$ cat src/rtl/spi_word_master.sv
module spi_word_master #(
  parameter int WORD_W     = 32,
  parameter int FIFO_DEPTH = 8
) (
  input  logic              clk,
  input  logic              rst_n,
  input  logic              reg_wr,
  input  logic              reg_rd,
  input  logic [1:0]        reg_addr,
  input  logic [WORD_W-1:0] reg_wdata,
  output logic [WORD_W-1:0] reg_rdata,
  output logic              sck,
  output logic              mosi,
  input  logic              miso,
  output logic              irq
);
  localparam int PTR_W  = $clog2(FIFO_DEPTH);
  localparam int CNT_W  = PTR_W + 1;
  localparam int EDGE_W = $clog2(2 * WORD_W);
  localparam int NBYTES = WORD_W / 8;
  localparam int DIV_W  = 15;
  localparam logic [EDGE_W-1:0] LAST_EDGE = EDGE_W'(2 * WORD_W - 1);
  localparam logic [1:0] ST_IDLE = 2'b00, ST_LOAD = 2'b01, ST_SHIFT = 2'b10, ST_DONE = 2'b11;

  function automatic logic [WORD_W-1:0] swap_bytes(input logic [WORD_W-1:0] w);
    logic [WORD_W-1:0] r;
    for (int i = 0; i < NBYTES; i++) r[i*8 +: 8] = w[(NBYTES-1-i)*8 +: 8];
    return r;
  endfunction

  logic [7:0] ctrl_r, ext_r;
  logic [1:0] state;
  logic       spif, wcol, drained, sck_r;
  logic [DIV_W-1:0]  div_cnt;
  logic [EDGE_W-1:0] edge_idx;
  logic [WORD_W-1:0] tx_sr, rx_sr;

  logic [WORD_W-1:0] txq [FIFO_DEPTH];
  logic [WORD_W-1:0] rxq [FIFO_DEPTH];
  logic [PTR_W-1:0]  tx_wp, tx_rp, rx_wp, rx_rp;
  logic [CNT_W-1:0]  tx_cnt, rx_cnt;

  wire ie    = ctrl_r[7];
  wire spe   = ctrl_r[6];
  wire mstr  = ctrl_r[4];
  wire cpol  = ctrl_r[3];
  wire cpha  = ctrl_r[2];
  wire bswap = ext_r[5];
  wire [3:0] div_sel = {ext_r[1:0], ctrl_r[1:0]};

  wire tx_full  = tx_cnt == CNT_W'(FIFO_DEPTH);
  wire tx_empty = tx_cnt == '0;
  wire rx_full  = rx_cnt == CNT_W'(FIFO_DEPTH);
  wire rx_empty = rx_cnt == '0;

  wire wr_data = reg_wr && reg_addr == 2'd2;
  wire wr_stat = reg_wr && reg_addr == 2'd1;
  wire tx_push = wr_data && !tx_full;
  wire tx_pop  = state == ST_LOAD;
  wire rx_push = state == ST_DONE && !rx_full;
  wire rx_pop  = reg_rd && reg_addr == 2'd2 && !rx_empty;

  wire [DIV_W:0]   half_full = (DIV_W+1)'(1) << div_sel;
  wire [DIV_W-1:0] half_m1   = DIV_W'(half_full - 1'b1);
  wire tick        = div_cnt == half_m1;
  wire sample_edge = edge_idx[0] == cpha;
  wire shift_edge  = !sample_edge && edge_idx != '0;

  assign sck  = sck_r ^ cpol;
  assign mosi = tx_sr[WORD_W-1];
  assign irq  = ie && drained;

  always_comb begin
    case (reg_addr)
      2'd0:    reg_rdata = {{(WORD_W-8){1'b0}}, ctrl_r};
      2'd1:    reg_rdata = {{(WORD_W-8){1'b0}}, spif, wcol, state, tx_full, tx_empty, rx_full, rx_empty};
      2'd2:    reg_rdata = rxq[rx_rp];
      default: reg_rdata = {{(WORD_W-8){1'b0}}, ext_r};
    endcase
  end

  always_ff @(posedge clk or negedge rst_n) begin
    if (!rst_n) begin
      ctrl_r <= '0;
      ext_r  <= '0;
    end else if (reg_wr) begin
      if (reg_addr == 2'd0) ctrl_r <= reg_wdata[7:0];
      if (reg_addr == 2'd3) ext_r  <= reg_wdata[7:0];
    end
  end

  always_ff @(posedge clk) begin
    if (tx_push) txq[tx_wp] <= reg_wdata;
    if (rx_push) rxq[rx_wp] <= bswap ? swap_bytes(rx_sr) : rx_sr;
  end

  always_ff @(posedge clk or negedge rst_n) begin
    if (!rst_n) begin
      tx_wp <= '0; tx_rp <= '0; tx_cnt <= '0;
      rx_wp <= '0; rx_rp <= '0; rx_cnt <= '0;
    end else begin
      if (tx_push) tx_wp <= tx_wp + 1'b1;
      if (tx_pop)  tx_rp <= tx_rp + 1'b1;
      tx_cnt <= tx_cnt + CNT_W'(tx_push) - CNT_W'(tx_pop);
      if (rx_push) rx_wp <= rx_wp + 1'b1;
      if (rx_pop)  rx_rp <= rx_rp + 1'b1;
      rx_cnt <= rx_cnt + CNT_W'(rx_push) - CNT_W'(rx_pop);
    end
  end

  always_ff @(posedge clk or negedge rst_n) begin
    if (!rst_n) begin
      spif    <= 1'b0;
      wcol    <= 1'b0;
      drained <= 1'b0;
    end else begin
      if (wr_stat && reg_wdata[7]) spif <= 1'b0;
      if (wr_stat && reg_wdata[6]) wcol <= 1'b0;
      if (state == ST_DONE)        spif <= 1'b1;
      if (wr_data && tx_full)      wcol <= 1'b1;
      if (tx_push)                              drained <= 1'b0;
      else if (tx_pop && tx_cnt == CNT_W'(1))   drained <= 1'b1;
    end
  end

  always_ff @(posedge clk or negedge rst_n) begin
    if (!rst_n) begin
      state    <= ST_IDLE;
      sck_r    <= 1'b0;
      div_cnt  <= '0;
      edge_idx <= '0;
      tx_sr    <= '0;
      rx_sr    <= '0;
    end else begin
      case (state)
        ST_IDLE: if (spe && mstr && !tx_empty) state <= ST_LOAD;
        ST_LOAD: begin
          tx_sr    <= bswap ? swap_bytes(txq[tx_rp]) : txq[tx_rp];
          sck_r    <= 1'b0;
          div_cnt  <= '0;
          edge_idx <= '0;
          state    <= ST_SHIFT;
        end
        ST_SHIFT: begin
          if (tick) begin
            div_cnt  <= '0;
            sck_r    <= ~sck_r;
            edge_idx <= edge_idx + 1'b1;
            if (sample_edge) rx_sr <= {rx_sr[WORD_W-2:0], miso};
            if (shift_edge)  tx_sr <= {tx_sr[WORD_W-2:0], 1'b0};
            if (edge_idx == LAST_EDGE) state <= ST_DONE;
          end else begin
            div_cnt <= div_cnt + 1'b1;
          end
        end
        default: state <= ST_IDLE;
      endcase
    end
  end
endmodule

$ cat config.mk
export PLATFORM = sky130hd
export DESIGN_NAME = spi_word_master
export DESIGN_NICKNAME = d
export VERILOG_FILES = /design/src/rtl/spi_word_master.sv
export SDC_FILE = /design/constraint.sdc
export NUM_CORES = 1
export LEC_CHECK = 0
export ABC_AREA = 1
export BUFFER_PORTS_ARGS = -buffer_cell sky130_fd_sc_hd__buf_2
export CORE_ASPECT_RATIO = 1.2
export CORE_MARGIN = 1.5
export CORE_UTILIZATION = 37
export DETAILED_ROUTE_END_ITERATION = 10
export GPL_ROUTABILITY_DRIVEN = 0
export HOLD_SLACK_MARGIN = 0.08
export SLEW_MARGIN = 20
export SYNTH_ARGS = -nofsm -noshare
export SYNTH_HDL_FRONTEND = slang
export SYNTH_SLANG_ARGS = --single-unit
$ cat constraint.sdc
create_clock -name clk -period 4.7 [get_ports clk]
set_clock_uncertainty 0.2 [all_clocks]
set_input_delay 0.705 -clock clk [delete_from_list [all_inputs] [get_ports clk]]
set_output_delay 0.705 -clock clk [all_outputs]
set_load 0.02 [all_outputs]
==> metrics.csv, run 1 <==
stage;metric;value;unit
timing;finalSetupTns;0;ps
timing;setup_viol;0;
floorplanning;ios;74;
yosys;synth-edff-count;512;
yosys;yosys-top-cells-area;edfxtp_1 (56%), dfrtp_1 (11%), o21ai_0 (7.0%), nand2_1 (6.5%), nor2_1 (5.7%);
setup_path;crit_end;reg_rdata[0];
floorplanning;start_util;0.3747;
floorplanning;fp.dieH;302.4;µm
layout;final_common_cell;edfxtp_1;
cts;htreeDepth;3;
power;total_power;18.06;mW
power;leakage;11.88;nW
cts;root_buffer;clkbuf_16;
route;drt_iter0_markers;1597;
yosys;syn_area;27650;µm²
yosys;syn-num-nets;2650;
yosys;yosysWarnings;0;
placement;dp_hpwl;42230;µm
floorplanning;core-area;73780;µm²
yosys;async_flop_share;0.1987;
layout;num-fill-cells;6817;
route;via_per_inst;5.196;
floorplanning;die_x;252.5;µm
global_route;antenna_found_initial;4;
placement;dp_cells;3564;
timing;period_share;0.9070;
layout;area_delta_synth_final;14.26;%
setup_path;reg2reg_to;state[0]$_DFFE_PN0P_;
timing;fin_crit;4263;ps
setup_path;critPathArrivalTime;3360;ps
flow_run;drv_cap;0;
yosys;synth-seq-cells;639;
setup_path;path_class;register to primary output;
cts;clk_latency;610;ps
hold_path;min_path_type;input port to async pin;
cts;cts_num_sinks;639;
route;avgRoutedWirePerCell;18.54;µm
yosys;ys.flop_type;edfxtp_1;
cts;cts_tree;done;
yosys;synth.avg_cell_area;10.70;µm²
global_route;gr-usage-met3;0.02711;
setup_path;cp.required;3800;ps
global_route;grt_pass1_wl;107400;µm
route;drc;0;
timing;rsz0062_at_grt;false;
yosys;synthCells;2585;
layout;final_cell_mix;edfxtp_1 (512), nand2_1 (481), nor2_1 (400), o21ai_0 (381), dfrtp_1 (122);
global_route;use_met1;0.2236;
global_route;grt_max_degree;105;
cts;cts.reportedPaths.clkPinSlew;60;ps
run_status;status;finished, final reports clean;
global_route;grt-ovfl-total;0;
cts;cts_resized;0;
global_route;grtUsageMet2;0.3206;
setup_path;worstSetupEndpointType;primary output;
layout;drive_gt1_frac;0.1124;
timing;slew_headroom;0.2439;
global_route;grtUsageTotal;0.1801;
setup_path;startpoint_type;register;
floorplanning;die-area;76380;µm²
cts;cts_buffers;68;
cts;ctsLongestPathBuffers;3;
setup_path;r2r_slack;1170;ps
timing;hold_viol_final;0;
global_route;grt_busiest_layer;met2;
timing;fmax;0.2346;GHz
cts;holdBufCountCts;0;
layout;fin_nets;2700;
route;drt_pass1_iterations;5;
timing;slew_violations;0;
yosys;synth_cell_types;44;
route;drt_wl_total;68340;µm
placement;port_buffers;73;
setup_path;crit_start;rx_rp[0]$_DFFE_PN0P_;
cts;post_cts_buffers;0;
setup_path;reg2reg_depth;17;
layout;stdcell_count;3686;
floorplanning;rows;109;
yosys;yosysTopAreaCell;edfxtp_1;
route;ant_nets;0;
power;powerDensity;571.8;nW/µm²
setup_path;r2r_start;ext_r[1]$_DFFE_PN0P_;
route;num_vias;19150;
layout;n_antenna_cell;0;
timing;tightest_slew;1122;ps
global_route;first_global_vias;19090;
setup_path;critPathMaxFanout;49;
yosys;synth_seq_area_share;0.6710;
power;ir_drop;0.3414;mV
yosys;synth_top_area_share;0.5561;
[layout make-up]
cell class / instances / area [µm²] / share of cell area
multi-input cells: 1678 / 8132 / 0.2574
inverters: 115 / 435.4 / 0.01378
repair buffers: 133 / 862.1 / 0.02729
well taps: 999 / 1250 / 0.03957
clock buffers: 89 / 1922 / 0.06083
clock inverters: 33 / 426.7 / 0.01351
flip-flops and latches: 639 / 18560 / 0.5876
[how the worst min path moves through the flow]
stage	start	to	slack, ps	cells past startpoint
2_1_floorplan	rst_n	ctrl_r[0]$_DFFE_PN0P_	210	0
3_3_place_gp	tx_sr[2]$_DFFE_PN0P_	tx_sr[2]$_DFFE_PN0P_	250	2
3_5_place_dp	tx_sr[31]$_DFFE_PN0P_	tx_sr[31]$_DFFE_PN0P_	260	2
4_1_cts	rst_n	tx_sr[24]$_DFFE_PN0P_	100	1
5_1_grt	rst_n	rx_sr[28]$_DFFE_PN0P_	120	1
6_report	rst_n	rx_sr[28]$_DFFE_PN0P_	50	1
[kinds of logic (layout without fill, tap and decap cells)]
group / after synthesis / after routing / share of synthesized area
adders and majority gates: 26 / 26 / 0.01231
xor gates and xnor gates: 26 / 26 / 0.008236
DFF: 639 / 639 / 0.6710
buffers and inverters: 268 / 370 / 0.04014
and+or+nand+nor: 1102 / 1102 / 0.1652
AOI/OAI and AO/OA: 523 / 523 / 0.1027
muxes: 1 / 1 / 0.0003621
[cells in the mapped netlist, drive strengths merged, types with 24 or more instances]
cell    number
a31oi       24
buf         34
clkbuf     119
dfrtp      127
edfxtp     512
ha          24
inv        111
nand2      492
nand3      126
nand4       37
nor2       426
o211ai      30
o21ai      390
o22ai       47
[layer usage]
layer,up-vias,share of wire
li1,9125,-
met1,9358,0.41
met2,518,0.51
met3,142,0.050
met4,8,0.027
met5,-,0.00063
[sequential cells by signal, summed over array words and instances, names as in the netlist]
register and cells:
rxq 256, txq 256, rx_sr 32, tx_sr 32, div_cnt 15, ctrl_r 8
ext_r 8, edge_idx 6, rx_cnt 4, tx_cnt 4, rx_rp 3, rx_wp 3
tx_rp 3, tx_wp 3, state 2, drained 1, sck_r 1, spif 1
wcol 1
[worst max-delay path, cell delays in order (launching register included)]
cell and delay (ps):
dfrtp_4 740, clkinv_2 640, buf_12 390, o21ai_0 200, o22ai_1 90, o211ai_1 200
o2111ai_1 240, buf_2 230
[per-stage QoR]
step / hold slack, ps / utilization / setup WS (ps) / instance area [µm²]
after floorplan: 209.4 / - / 862.4 / 27650
after global placement: 254.5 / 0.3963 / 1060 / 29240
after detailed placement: 259.4 / 0.3963 / 1029 / 29240
after CTS: 96.03 / 0.4281 / 416.3 / 31590
after global routing: 116.7 / 0.4282 / 225.9 / 31590
final: 49.16 / 0.4282 / 437.1 / 31590
[power by group]
group	internal, mW	switching, mW	leakage (nW)
logic	1.65	3.84	4.35
clock network	3.40	2.21	1.14
registers	6.60	0.372	6.39
Note: power is estimated with default switching activity, not from simulation.
==> inputs of run 2 (changes only) <==
--- a/config.mk
+++ b/config.mk
@@ -6,7 +6,7 @@
 export NUM_CORES = 1
 export LEC_CHECK = 0
 export ABC_AREA = 1
-export BUFFER_PORTS_ARGS = -buffer_cell sky130_fd_sc_hd__buf_2
+export BUFFER_PORTS_ARGS = -buffer_cell sky130_fd_sc_hd__buf_4
 export CORE_ASPECT_RATIO = 1.2
 export CORE_MARGIN = 1.5
 export CORE_UTILIZATION = 37
==> run 2 against run 1 <==
Against the previous run: register-to-register slack improved by 150 ps; largest power group unchanged; critical path depth did not move; via count barely moved; routed wire length fell by 0.90%; worst setup slack improved by 140 ps; total power fell by 1.9%; global-route usage fell by 0.27 points.
==> metrics.csv, run 2 (synthesis results as in run 1) <==
stage;metric;value;unit;change
timing;slew_violations;0;;unchanged
global_route;first_global_vias;18610;;was 19090
layout;num-fill-cells;6898;;was 6817
global_route;grtUsageTotal;0.1775;;was 0.1801
layout;area_delta_synth_final;14.26;%;about the same
layout;reg.largest.list;rxq x256, txq x256;;unchanged
setup_path;path_class;register to primary output;;unchanged
timing;hold_viol_final;0;;unchanged
layout;final_common_cell;edfxtp_1;;unchanged
route;num_vias;19150;;about the same
floorplanning;fp.dieH;302.4;µm;unchanged
global_route;antenna_found_initial;2;;was 4
setup_path;critPathMaxFanout;74;;was 49
global_route;grt_max_degree;100;;was 105
timing;setup_slack;576.5;ps;was 437.1 ps
timing;setup_viol;0;;unchanged
power;leakage;11.82;nW;was 11.88 nW
timing;tightest_slew;1114;ps;was 1122 ps
cts;cts_tree;done;;unchanged
timing;fin_crit;4123;ps;was 4263 ps
setup_path;r2r_slack;1320;ps;was 1170 ps
cts;cts_buffers;70;;was 68
cts;htreeDepth;3;;unchanged
cts;ctsLongestPathBuffers;3;;unchanged
global_route;grt-ovfl-total;0;;unchanged
power;ir_drop;0.4147;mV;was 0.3414 mV
timing;fmax;0.2425;GHz;was 0.2346 GHz
route;drt_wl_total;67720;µm;was 68340 µm
route;drc;0;;unchanged
timing;finalSetupTns;0;ps;unchanged
timing;slew_headroom;0.2496;;was 0.2439
hold_path;min_path_type;input port to register;;was input port to async pin
route;avgRoutedWirePerCell;18.35;µm;was 18.54 µm
setup_path;cp.required;3800;ps;about the same
power;powerDensity;560.7;nW/µm²;was 571.8 nW/µm²
route;drt_iter0_markers;1489;;was 1597
cts;cts.reportedPaths.clkPinSlew;60;ps;about the same
cts;cts_resized;0;;unchanged
floorplanning;rows;109;;unchanged
setup_path;reg2reg_depth;17;;unchanged
placement;place_ws;1070;ps;was 1029 ps
layout;final_cell_mix;edfxtp_1 (512), nand2_1 (481), nor2_1 (400), o21ai_0 (382), buf_4 (127);;was edfxtp_1 (512), nand2_1 (481), nor2_1 (400), o21ai_0 (381), dfrtp_1 (122)
floorplanning;die-area;76380;µm²;unchanged
layout;fin_nets;2700;;unchanged
floorplanning;ios;74;;unchanged
setup_path;worstSetupEndpointType;primary output;;unchanged
placement;dp_hpwl;41080;µm;was 42230 µm
route;drt_pass1_iterations;5;;unchanged
layout;multi_input_area;8132;µm²;unchanged
floorplanning;start_util;0.3747;;unchanged
cts;clk_latency;600;ps;was 610 ps
layout;drive_gt1_frac;0.1093;;was 0.1124
timing;period_share;0.8773;;was 0.9070
layout;stdcell_count;3690;;was 3686
setup_path;critPathArrivalTime;3220;ps;was 3360 ps
global_route;grt_pass1_wl;105800;µm;was 107400 µm
floorplanning;core-area;73780;µm²;unchanged
placement;port_buffers;73;;unchanged
layout;ff_latch_area;18560;µm²;unchanged
run_status;status;finished, final reports clean;;unchanged
floorplanning;die_x;252.5;µm;unchanged
placement;dp_cells;3561;;was 3564
timing;rsz0062_at_grt;false;;unchanged
route;via_per_inst;5.189;;was 5.196
power;total_power;17.71;mW;was 18.06 mW
layout;n_antenna_cell;0;;unchanged
route;ant_nets;0;;unchanged
cts;root_buffer;clkbuf_16;;unchanged
flow_run;drv_cap;0;;unchanged
hold_path;min_path_cells;1;;
timing;hold-worst-slack;144.8;ps;was 49.16 ps
cts;cts_num_sinks;639;;unchanged
setup_path;startpoint_type;register;;unchanged
[run 2: cell types whose count changed in the layout (fill, tap and decap cells not counted), sizes merged]
cell and change:
clkinv +9, bufinv -6, dlygate4sd3 +1, clkbuf +1
clkinvlp +1, buf -2
[run 2: stage by stage]
step / instance area, µm² / util
2_1_floorplan: 27650 / -
3_3_place_gp: 29390 / 0.3983
3_5_place_dp: 29390 / 0.3983
4_1_cts: 31590 / 0.4282
5_1_grt: 31590 / 0.4282
6_report: 31590 / 0.4282
[run 2: final cells by class]
| type | count | share of cell area |
|---|---|---|
| tap | 999 | 0.03957 |
| multi-input combinational | 1678 | 0.2574 |
| clock inverter | 37 | 0.008951 |
| clock buffer | 91 | 0.06052 |
| sequential | 639 | 0.5877 |
| timing repair buffer | 131 | 0.03212 |
| inverter | 115 | 0.01378 |
[run 2: routing by layer]
metal	vias up	GRT usage	part of all wire
li1	9112	-	-
met1	9374	0.2259	0.42
met2	538	0.3053	0.50
met3	118	0.02668	0.052
met4	4	0.06858	0.031
met5	-	0	0.00050
[run 2: worst max-delay path, cell delays in order (launching register included)]
cell     delay, ps
dfrtp_4        410
buf_4          610
buf_4          610
o21ai_0        180
o22ai_1        190
o21ai_0         90
a31oi_1        260
buf_4          200
[run 2: final timing paths]
kind                                       start                       to
setup / recovery            rx_rp[0]$_DFFE_PN0P_            reg_rdata[28]
hold / removal                     reg_wdata[31]     txq[0][31]$_DFFE_PP_
setup reg to reg           ctrl_r[1]$_DFFE_PN0P_     state[1]$_DFFE_PN0P_
hold reg to reg             tx_sr[0]$_DFFE_PN0P_     tx_sr[0]$_DFFE_PN0P_
max in group asynchronous                  rst_n  edge_idx[1]$_DFFE_PN0P_
min in group asynchronous                  rst_n    rx_sr[11]$_DFFE_PN0P_
[run 2: report_power, final]
part           internal [mW]  switching (mW)  total (mW)  leakage (nW)
Sequential              6.60           0.347        6.94          6.39
Clock                   3.04            2.19        5.23          1.06
Combinational           1.69            3.85        5.54          4.37
[run 2: what timing repair did]
item / CTS / global route
hold buffers: 1 / 0
buffers inserted: 0 / 0
endpoints found under the hold margin: 31 / 0
==> inputs of run 3 (changes only) <==
--- a/config.mk
+++ b/config.mk
@@ -13,6 +13,7 @@
 export DETAILED_ROUTE_END_ITERATION = 10
 export GPL_ROUTABILITY_DRIVEN = 0
 export HOLD_SLACK_MARGIN = 0.08
+export MAX_ROUTING_LAYER = met4
 export SLEW_MARGIN = 20
 export SYNTH_ARGS = -nofsm -noshare
 export SYNTH_HDL_FRONTEND = slang
==> run 3 against run 2 <==
Against the previous run: critical path depth unchanged; core utilization about the same; first-iteration DRC count about the same; sequential power is essentially flat; register-to-register slack about the same; largest cell class unchanged; highest routed layer is now met4.
==> metrics.csv, run 3 (synthesis results as in run 1) <==
stage;metric;value;unit;change
run_status;status;finished, final reports clean;;unchanged
cts;cts_tree;done;;unchanged
setup_path;crit_end;reg_rdata[29];;was reg_rdata[28]
placement;port_buffers;73;;unchanged
timing;period_share;0.8827;;was 0.8773
setup_path;cp.required;3800;ps;about the same
floorplanning;start_util;0.3747;;unchanged
timing;slew_headroom;0.2702;;was 0.2496
setup_path;crit_top_cell;buf_4;;unchanged
layout;final_cell_mix;edfxtp_1 (512), nand2_1 (481), nor2_1 (400), o21ai_0 (382), buf_4 (127);;unchanged
setup_path;reg2reg_depth;17;;unchanged
route;drt_wl_total;67760;µm;was 67720 µm
timing;setup_slack;551.4;ps;was 576.5 ps
timing;slew_violations;0;;unchanged
cts;root_buffer;clkbuf_16;;unchanged
cts;cts_buffers;70;;unchanged
setup_path;startpoint_type;register;;unchanged
power;powerDensity;560.7;nW/µm²;about the same
cts;post_cts_buffers;0;;unchanged
floorplanning;fp.dieH;302.4;µm;unchanged
power;seqPwrFrac;0.392;;about the same
timing;fmax;0.2410;GHz;was 0.2425 GHz
layout;reg.largest.list;rxq x256, txq x256;;unchanged
floorplanning;die-area;76380;µm²;unchanged
setup_path;r2r_slack;1330;ps;was 1320 ps
flow_run;drv_cap;0;;unchanged
power;clock_power_share;0.295;;about the same
setup_path;critPathMaxFanout;74;;unchanged
route;avgRoutedWirePerCell;18.35;µm;about the same
timing;setup_viol;0;;unchanged
placement;place_ws;1070;ps;unchanged
power;power_frac_comb;0.313;;about the same
cts;clk_latency;600;ps;about the same
setup_path;crit_start;rx_rp[0]$_DFFE_PN0P_;;unchanged
cts;cts.reportedPaths.clkPinSlew;60;ps;about the same
route;via_per_inst;5.174;;was 5.189
floorplanning;die_x;252.5;µm;unchanged
layout;drive_gt1_frac;0.1093;;unchanged
route;ant_nets;0;;unchanged
timing;fin_crit;4149;ps;was 4123 ps
setup_path;worst_path_largest_cell_delay;600;ps;was 610 ps
global_route;first_global_vias;18600;;was 18610
timing;rsz0062_at_grt;false;;unchanged
power;net-switching-power;6.387;mW;was 6.384 mW
route;drt_iter0_markers;1488;;was 1489
route;drc;0;;unchanged
global_route;antenna_found_initial;2;;unchanged
setup_path;critPathArrivalTime;3240;ps;was 3220 ps
floorplanning;rows;109;;unchanged
floorplanning;core-area;73780;µm²;unchanged
global_route;grt_max_degree;100;;unchanged
power;ir_drop;0.4114;mV;was 0.4147 mV
setup_path;crit_chain;buf_4, buf_4, o21ai_0, o22ai_1, o21ai_0, a31oi_1, buf_4;;unchanged
setup_path;reg2reg_to;state[1]$_DFFE_PN0P_;;unchanged
layout;final_common_cell;edfxtp_1;;unchanged
hold_path;min_path_type;input port to register;;unchanged
timing;finalSetupTns;0;ps;unchanged
setup_path;worstSetupEndpointType;primary output;;unchanged
setup_path;path_class;register to primary output;;unchanged
floorplanning;ios;74;;unchanged
placement;dp_hpwl;41080;µm;unchanged
cts;ctsLongestPathBuffers;3;;unchanged
timing;tightest_slew;1083;ps;was 1114 ps
layout;fin_nets;2700;;unchanged
layout;area_delta_synth_final;14.28;%;was 14.26%
route;num_vias;19100;;was 19150
route;drt_pass1_iterations;5;;unchanged
global_route;grtUsageTotal;0.1831;;was 0.1775
power;intPower;11.33;mW;about the same
setup_path;r2r_start;ctrl_r[1]$_DFFE_PN0P_;;unchanged
global_route;grt-ovfl-total;0;;unchanged
setup_path;crit_path_top_delay_cell;buf_4;;unchanged
global_route;grt_pass1_wl;105700;µm;was 105800 µm
power;leakage;11.82;nW;unchanged
timing;hold_viol_final;0;;unchanged
power;switching_share;0.3606;;was 0.3604
cts;htreeDepth;3;;unchanged
cts;cts_num_sinks;639;;unchanged
run 3: what timing repair did:
item                                   CTS  global route
endpoints found under the hold margin   31             0
gates resized for setup                  0             0
hold buffers                             1             0
run 3: per-layer routing:
metal / GRT usage / share of wire / vias to the layer above
met5: - / 0 / -
met4: 0.06858 / 0.030 / 0
met3: 0.02634 / 0.047 / 116
met2: 0.3061 / 0.50 / 467
met1: 0.2257 / 0.42 / 9403
li1: - / - / 9115
run 3: area by class of cell:
| cell class | count | area, µm² |
|---|---|---|
| Clock inverter | 37 | 282.8 |
| Tap cell | 999 | 1250 |
| Antenna cell | 2 | 5.005 |
| Timing Repair Buffer | 131 | 1015 |
| Sequential cell | 639 | 18560 |
| Inverter | 115 | 435.4 |
| Fill cell | 6897 | 42190 |
| Clock buffer | 91 | 1912 |
| Multi-Input combinational cell | 1678 | 8132 |
run 3: worst min path at each step:
| stage | cells past startpoint | to | start |
|---|---|---|---|
| floorplan | 0 | ctrl_r[0]$_DFFE_PN0P_ | rst_n |
| global placement | 2 | tx_sr[4]$_DFFE_PN0P_ | tx_sr[4]$_DFFE_PN0P_ |
| detailed placement | 2 | tx_sr[17]$_DFFE_PN0P_ | tx_sr[17]$_DFFE_PN0P_ |
| CTS | 1 | txq[6][19]$_DFFE_PP_ | reg_wdata[19] |
| global route | 1 | txq[6][18]$_DFFE_PP_ | reg_wdata[18] |
| finish | 1 | txq[6][19]$_DFFE_PP_ | reg_wdata[19] |
run 3: critical path: cells and delay by family (launching register included):
kind                   cells  cell delay, ps
buffers and inverters      3            1410
AO/OA/AOI/OAI              4             760
flip-flops                 1             410
run 3: per-stage QoR:
stage | cells | util | area, µm² | hold slack (ps) | total power, mW
6_report | 3692 | 0.4282 | 31600 | 143.2 | 17.72
5_1_grt | 3692 | 0.4282 | 31600 | 128.9 | 18.83
4_1_cts | 3690 | 0.4282 | 31590 | 106.8 | 17.89
3_5_place_dp | 3561 | 0.3983 | 29390 | 260.0 | 12.63
3_3_place_gp | 3561 | 0.3983 | 29390 | 255.5 | 12.47
2_1_floorplan | 2585 | - | 27650 | 209.4 | 10.92
run 3: power by group through the flow:
stage	sequential, mW	clock (mW)	combinational (mW)
finish	6.95	5.23	5.54
floorplan	6.88	0	4.04
CTS	6.95	5.35	5.60
detailed placement	7.05	0	5.57
global route	7.00	5.58	6.26
global placement	7.03	0	5.44
